==> config.mk <==
export PLATFORM = sky130hd
export DESIGN_NAME = cpu_step_seq
export DESIGN_NICKNAME = d
export VERILOG_FILES = /design/src/rtl/seq_pkg.sv /design/src/rtl/seq_state_ctl.sv /design/src/rtl/seq_datapath.sv /design/src/rtl/seq_event_ctr.sv /design/src/rtl/cpu_step_seq.sv
export SDC_FILE = /design/constraint.sdc
export NUM_CORES = 1
export LEC_CHECK = 0
export ABC_CLOCK_PERIOD_IN_PS = 2820
export BUFFER_PORTS_ARGS = -buffer_cell sky130_fd_sc_hd__buf_2
export CORE_MARGIN = 2
export CORE_UTILIZATION = 53
export DETAILED_ROUTE_END_ITERATION = 10
export PLACE_DENSITY_LB_ADDON = 0.3
export SYNTH_ARGS = -nofsm -noshare
export SYNTH_HDL_FRONTEND = slang
export SYNTH_SLANG_ARGS = --single-unit
==> constraint.sdc <==
create_clock -name clk -period 2.82 [get_ports clk]
set_clock_uncertainty 0.05 [all_clocks]
set_input_delay 0.423 -clock clk [delete_from_list [all_inputs] [get_ports clk]]
set_output_delay 0.423 -clock clk [all_outputs]
set_load 0.02 [all_outputs]
==> src/rtl/seq_pkg.sv <==
// Shared types for the fetch/execute sequencer.
// Assumes: state codes are fixed because the default next-state rule
// relies on the low two bits of each code.
package seq_pkg;

    typedef enum logic [3:0] {
        ST_FETCH     = 4'd0,
        ST_DECODE    = 4'd1,
        ST_STALL     = 4'd2,
        ST_EXEC      = 4'd3,
        ST_LOAD      = 4'd5,
        ST_STORE     = 4'd9,
        ST_IDX_LD    = 4'd10,
        ST_IDX_ST    = 4'd11,
        ST_OPND      = 4'd12,
        ST_OPND_WAIT = 4'd13
    } seq_state_e;

    typedef enum logic [1:0] {
        RQ_NONE  = 2'd0,
        RQ_OPND  = 2'd1,
        RQ_LOAD  = 2'd2,
        RQ_STORE = 2'd3
    } exec_req_e;

endpackage

==> src/rtl/seq_state_ctl.sv <==
// Next-state engine of the sequencer.
// Does: holds the current state; steps the low two state bits by default,
// takes redirects from the instruction unit in EXEC, and routes the setup
// states to their access states.
// Assumes: exec_req is only meaningful during EXEC.
module seq_state_ctl
    import seq_pkg::*;
(
    input  logic       clk,
    input  logic       rst_n,
    input  logic [1:0] exec_req,
    output seq_state_e state_q
);

    seq_state_e state_d;

    // Purpose: choose the following state from the current one.
    always_comb begin
        state_d = seq_state_e'({2'b00, state_q[1:0] + 2'd1});
        case (state_q)
            ST_EXEC: begin
                case (exec_req)
                    RQ_OPND:  state_d = ST_OPND;
                    RQ_LOAD:  state_d = ST_IDX_LD;
                    RQ_STORE: state_d = ST_IDX_ST;
                    default:  state_d = ST_FETCH;
                endcase
            end
            ST_OPND:   state_d = ST_OPND_WAIT;
            ST_IDX_LD: state_d = ST_LOAD;
            ST_IDX_ST: state_d = ST_STORE;
            default:   ;
        endcase
    end

    // Purpose: state register with synchronous reset to FETCH.
    always_ff @(posedge clk) begin
        if (!rst_n) state_q <= ST_FETCH;
        else        state_q <= state_d;
    end

endmodule

==> src/rtl/seq_datapath.sv <==
// Address and data side of the sequencer.
// Does: owns program counter, index register and byte latch; drives the
// single-port memory interface according to the current state.
// Assumes: mem_rdata is valid in the same cycle the address is presented.
module seq_datapath
    import seq_pkg::*;
#(
    parameter int ADDR_W = 16,
    parameter int DATA_W = 8
) (
    input  logic              clk,
    input  logic              rst_n,
    input  seq_state_e        state,
    input  logic [DATA_W-1:0] mem_rdata,
    input  logic              exec_idx_we,
    input  logic [ADDR_W-1:0] exec_idx,
    input  logic              exec_bus_we,
    input  logic [DATA_W-1:0] exec_bus,
    output logic [ADDR_W-1:0] pc_q,
    output logic [ADDR_W-1:0] idx_q,
    output logic [DATA_W-1:0] bus_q,
    output logic [ADDR_W-1:0] mem_addr,
    output logic              mem_rd,
    output logic              mem_wr,
    output logic [DATA_W-1:0] mem_wdata
);

    localparam logic [ADDR_W-1:0] PC_STEP = ADDR_W'(1);

    logic in_exec;
    logic pc_adv;
    logic capture;

    assign in_exec = (state == ST_EXEC);
    assign pc_adv  = (state == ST_DECODE) || (state == ST_OPND);
    assign capture = (state == ST_FETCH) || (state == ST_OPND) || (state == ST_LOAD);

    // Purpose: pick the memory address and strobes for this state.
    always_comb begin
        mem_addr  = pc_q;
        mem_rd    = 1'b0;
        mem_wr    = 1'b0;
        mem_wdata = bus_q;
        case (state)
            ST_FETCH, ST_OPND: mem_rd = 1'b1;
            ST_LOAD: begin
                mem_addr = idx_q;
                mem_rd   = 1'b1;
            end
            ST_STORE: begin
                mem_addr = idx_q;
                mem_wr   = 1'b1;
            end
            default: ;
        endcase
    end

    // Purpose: program counter, advanced in DECODE and OPND.
    always_ff @(posedge clk) begin
        if (!rst_n)      pc_q <= '0;
        else if (pc_adv) pc_q <= pc_q + PC_STEP;
    end

    // Purpose: index register, written only by the instruction unit in EXEC.
    always_ff @(posedge clk) begin
        if (!rst_n)                      idx_q <= '0;
        else if (in_exec && exec_idx_we) idx_q <= exec_idx;
    end

    // Purpose: byte latch, filled by reads or by the instruction unit in EXEC.
    always_ff @(posedge clk) begin
        if (!rst_n)                      bus_q <= '0;
        else if (capture)                bus_q <= mem_rdata;
        else if (in_exec && exec_bus_we) bus_q <= exec_bus;
    end

endmodule

==> src/rtl/seq_event_ctr.sv <==
// Cycle counter with programmable event threshold.
// Does: counts every clock after reset (wrapping at full scale) and flags
// when the count is at or above the threshold register.
// Assumes: threshold writes take effect at the next edge.
module seq_event_ctr #(
    parameter int CNT_W = 16
) (
    input  logic             clk,
    input  logic             rst_n,
    input  logic             thr_we,
    input  logic [CNT_W-1:0] thr_val,
    output logic [CNT_W-1:0] cnt_q,
    output logic             event_o
);

    localparam logic [CNT_W-1:0] CNT_STEP = CNT_W'(1);

    logic [CNT_W-1:0] thr_q;

    // Purpose: free-running cycle counter.
    always_ff @(posedge clk) begin
        if (!rst_n) cnt_q <= '0;
        else        cnt_q <= cnt_q + CNT_STEP;
    end

    // Purpose: threshold register.
    always_ff @(posedge clk) begin
        if (!rst_n)      thr_q <= '0;
        else if (thr_we) thr_q <= thr_val;
    end

    assign event_o = (cnt_q >= thr_q);

endmodule

==> src/rtl/cpu_step_seq.sv <==
// Top of the fetch/execute sequencer.
// Does: joins the state engine, datapath and event counter; exposes the
// memory port, the instruction-unit request port and observation outputs.
// Assumes: one memory action per clock, combinational read data.
module cpu_step_seq
    import seq_pkg::*;
#(
    parameter int ADDR_W = 16,
    parameter int DATA_W = 8,
    parameter int CNT_W  = 16
) (
    input  logic              clk,
    input  logic              rst_n,
    output logic [ADDR_W-1:0] mem_addr,
    output logic              mem_rd,
    output logic              mem_wr,
    output logic [DATA_W-1:0] mem_wdata,
    input  logic [DATA_W-1:0] mem_rdata,
    input  logic [1:0]        exec_req,
    input  logic              exec_idx_we,
    input  logic [ADDR_W-1:0] exec_idx,
    input  logic              exec_bus_we,
    input  logic [DATA_W-1:0] exec_bus,
    input  logic              thr_we,
    input  logic [CNT_W-1:0]  thr_val,
    output logic [3:0]        state_o,
    output logic [ADDR_W-1:0] pc_o,
    output logic [ADDR_W-1:0] idx_o,
    output logic [DATA_W-1:0] bus_o,
    output logic [CNT_W-1:0]  cycle_o,
    output logic              event_o
);

    seq_state_e state_q;

    seq_state_ctl u_state (
        .clk      (clk),
        .rst_n    (rst_n),
        .exec_req (exec_req),
        .state_q  (state_q)
    );

    seq_datapath #(
        .ADDR_W (ADDR_W),
        .DATA_W (DATA_W)
    ) u_dp (
        .clk         (clk),
        .rst_n       (rst_n),
        .state       (state_q),
        .mem_rdata   (mem_rdata),
        .exec_idx_we (exec_idx_we),
        .exec_idx    (exec_idx),
        .exec_bus_we (exec_bus_we),
        .exec_bus    (exec_bus),
        .pc_q        (pc_o),
        .idx_q       (idx_o),
        .bus_q       (bus_o),
        .mem_addr    (mem_addr),
        .mem_rd      (mem_rd),
        .mem_wr      (mem_wr),
        .mem_wdata   (mem_wdata)
    );

    seq_event_ctr #(
        .CNT_W (CNT_W)
    ) u_evt (
        .clk     (clk),
        .rst_n   (rst_n),
        .thr_we  (thr_we),
        .thr_val (thr_val),
        .cnt_q   (cycle_o),
        .event_o (event_o)
    );

    assign state_o = state_q;

endmodule

==> impl_metrics.tcl <==
set metrics [dict create \
    required_ps 2350 \
    max_freq_ghz 0.386 \
    vias_per_cell 5.28 \
    cts_buffer_depth 2 \
    via_count 3478 \
    dpl.hpwl_mm 6.61 \
    ys.flop_type "dfxtp_1" \
    p_leak_nw 2.25 \
    synth_top_family_by_area "simple AND/OR/NAND/NOR gates" \
    post_drt_wl_per_cell_um 13.7 \
    min_path_type "in2reg" \
    critical_path.top_delay_family "compound AO/OA/AOI/OAI gates" \
    die-area_mm2 0.00791 \
    synth-simple-area-share 0.174 \
    synth_xor_xnor_area_share 0.0412 \
    synthMuxAreaShare 0.116 \
    clkTransAtPathRegs_ps 80 \
    finalInstanceArea_mm2 0.00475 \
    cts-htree-levels 3 \
    dieHeight_um 89.0 \
    core_mm2 0.00691 \
    gr-total-overflow 0 \
    start_kind "flip-flop" \
    cts_resized 0 \
    maxSlewHeadroom 0.613 \
    cts_made_buffers 9 \
    cp.arrival_ps 2120 \
    n_antenna_cell 0 \
    post-route-period-util 0.919 \
    power_density_mw_per_mm2 641 \
    postPlaceCellArea_mm2 0.00452 \
    tritoncts "built" \
    irDropWorstVdd_mv 0.347 \
    gp_congestion 0.880 \
    cp_cell_sequence "inv_1 -> ha_1 -> nand2b_1 -> a2111oi_0 -> o311a_1 -> o21ai_0 -> buf_2" \
    drive_gt1_frac 0.323 \
    antenna_found_initial 0 \
    synth_nets 509 \
    grt_pass1_vias 3178 \
    setup_tns_ps 0 \
    hold_buffers 0 \
    setup-violations-final 0 \
    yosys_warnings 0 \
    post_cts.repair.setup_buffers 0 \
    drt_iter0_markers 72 \
    grt_max_degree 45 \
    synth_edf_count 0 \
    slew_violations 0 \
    max_cap_viol_count 0 \
    cp-end-kind "output port" \
    drt_pre_antenna_iters 5 \
    crit_fanout 5 \
    die-width_um 89.0 \
    cts.sinks 76 \
    final_util 0.687 \
    finalNetCount 635 \
    wl_mm 9.05 \
    finalCriticalPeriod_ps 2590 \
    grt_usage 0.227 \
    hold_viol 0 \
    port_buffers 141 \
    areaGrowthSynthToFinish_pct 24.1 \
    crit_slowest_cell "a2111oi_0" \
    slowest_delay_ps 430 \
    placedCellCount 643 \
    rows 30 \
    rsz0062_at_grt "no" \
    clk_latency_ps 340 \
    syn_area_mm2 0.00382 \
    syn_inst 432 \
    yosysSeqAreaShare 0.398 \
    synth_compound_area_frac 0.131 \
    ys_async_sr_fraction 0 \
    max_slew.worst_pin.slew_ps 580 \
    synthAdderAreaFrac 0.0720 \
    finalNonFillerCells 659 \
    status "completed" \
    cts-root-buf "clkbuf_8" \
    critical_path_buf_inv_count 2 \
    ant_nets 0 \
    ys_types 42 \
    grt_pass1_wl_mm 14.2 \
    io_pins 142 \
    drc_errors 0 \
    start_util 0.554 \
    synth.ff_latch_count 76 \
    syn-mean-instance-area_um2 8.85 \
    worstSetupPathType "reg2out" \
]
[sequential cells by signal (all words and copies together), names as in the netlist]
signal           cells
u_dp.idx_q          16
u_dp.pc_q           16
u_evt.cnt_q         16
u_evt.thr_q         16
u_dp.bus_q           8
u_state.state_q      4
[path summary, 6_finish.rpt]
| kind | from | end | slack [ps] | cells past startpoint |
|---|---|---|---|---|
| worst min-delay path | exec_idx[12] | u_dp.idx_q[12] | 260 | 3 |
| worst min register to register | u_dp.idx_q[11] | u_dp.idx_q[11] | 420 | 2 |
| worst max-delay path | u_evt.cnt_q[0] | event_o | 230 | 7 |
| worst max register to register | u_state.state_q[0] | u_dp.pc_q[8] | 600 | 6 |
[metal layers]
layer	share of wire	GRT usage
met3	0.049	0.0360
met4	0.013	0.0882
met1	0.45	0.278
met5	0	0
met2	0.49	0.402
[worst register-to-register path: stages (launching register included)]
cell,delay (ps)
dfxtp_1,350
inv_1,120
ha_1,260
and3_1,470
o2111ai_1,350
or3_1,390
a21oi_1,150
[logic make-up (layout without fill, tap and decap cells)]
logic type / after synthesis / in the layout
adder cells (fa/ha/maj): 22 / 22
AND/OR/NAND/NOR: 140 / 140
XOR/XNOR: 18 / 18
multiplexers: 42 / 42
flip-flops: 76 / 76
buffers and inverters: 55 / 186
AO/OA/AOI/OAI: 79 / 79
[area by class of cell]
cell class	count	area [um^2]
clock buffer	10	138
clock inverter	6	86.3
fill	604	2160
inverter	27	101
multi-input combinational	301	2050
sequential	76	1520
tap	96	120
timing repair buffer	143	733
[Yosys cell counts, types with 2 or more instances]
cell type / number / share of area
a211oi_1: 8 / 0.016
a21o_1: 3 / 0.0059
a21oi_1: 34 / 0.044
and2_1: 6 / 0.0098
and3_1: 5 / 0.0082
and4_1: 4 / 0.0092
buf_2: 6 / 0.0079
buf_4: 10 / 0.020
clkbuf_1: 11 / 0.011
dfxtp_1: 76 / 0.40
ha_1: 22 / 0.072
inv_1: 27 / 0.026
mux2_2: 17 / 0.050
mux2i_1: 24 / 0.063
nand2_1: 45 / 0.044
nand2b_1: 2 / 0.0033
nand3_1: 7 / 0.0092
nand4_1: 7 / 0.011
nor2_1: 48 / 0.047
o2111ai_1: 2 / 0.0046
o211ai_1: 3 / 0.0059
o21ai_0: 16 / 0.021
o31ai_1: 3 / 0.0059
or3_1: 10 / 0.016
or4_1: 3 / 0.0059
xnor2_1: 3 / 0.0069
xor2_1: 15 / 0.034
[where the power goes]
group	leakage [nW]	total, mW	switching, mW	internal (mW)
Clock	0.113	0.928	0.405	0.523
Sequential	0.619	1.26	0.0832	1.17
Combinational	1.52	0.860	0.532	0.328
[stage by stage]
stage	hold slack [ps]	setup WS, ps	total power, mW
floorplan	410	594	1.92
global placement	398	616	2.10
detailed placement	408	530	2.13
CTS	251	142	3.05
global route	249	57.0	3.19
finish	260	228	3.04
[cells in the final DEF (no fill, tap or decap), types with 3 or more instances in the layout]
master | Yosys | routed
and4_1 | 4 | 4
dfxtp_1 | 76 | 76
inv_1 | 27 | 26
a21oi_1 | 34 | 34
a211oi_1 | 8 | 8
or4_1 | 3 | 3
xnor2_1 | 3 | 3
nand2_1 | 45 | 44
and3_1 | 5 | 5
mux2_2 | 17 | 17
nand3_1 | 7 | 7
mux2i_1 | 24 | 24
ha_1 | 22 | 22
a21o_1 | 3 | 3
buf_2 | 6 | 141
clkbuf_8 | 0 | 10
nor2_1 | 48 | 48
o31ai_1 | 3 | 3
or3_1 | 10 | 10
and2_1 | 6 | 6
xor2_1 | 15 | 15
o21ai_0 | 16 | 16
nand4_1 | 7 | 7
o211ai_1 | 3 | 3
(Power assumes the default switching activity.)
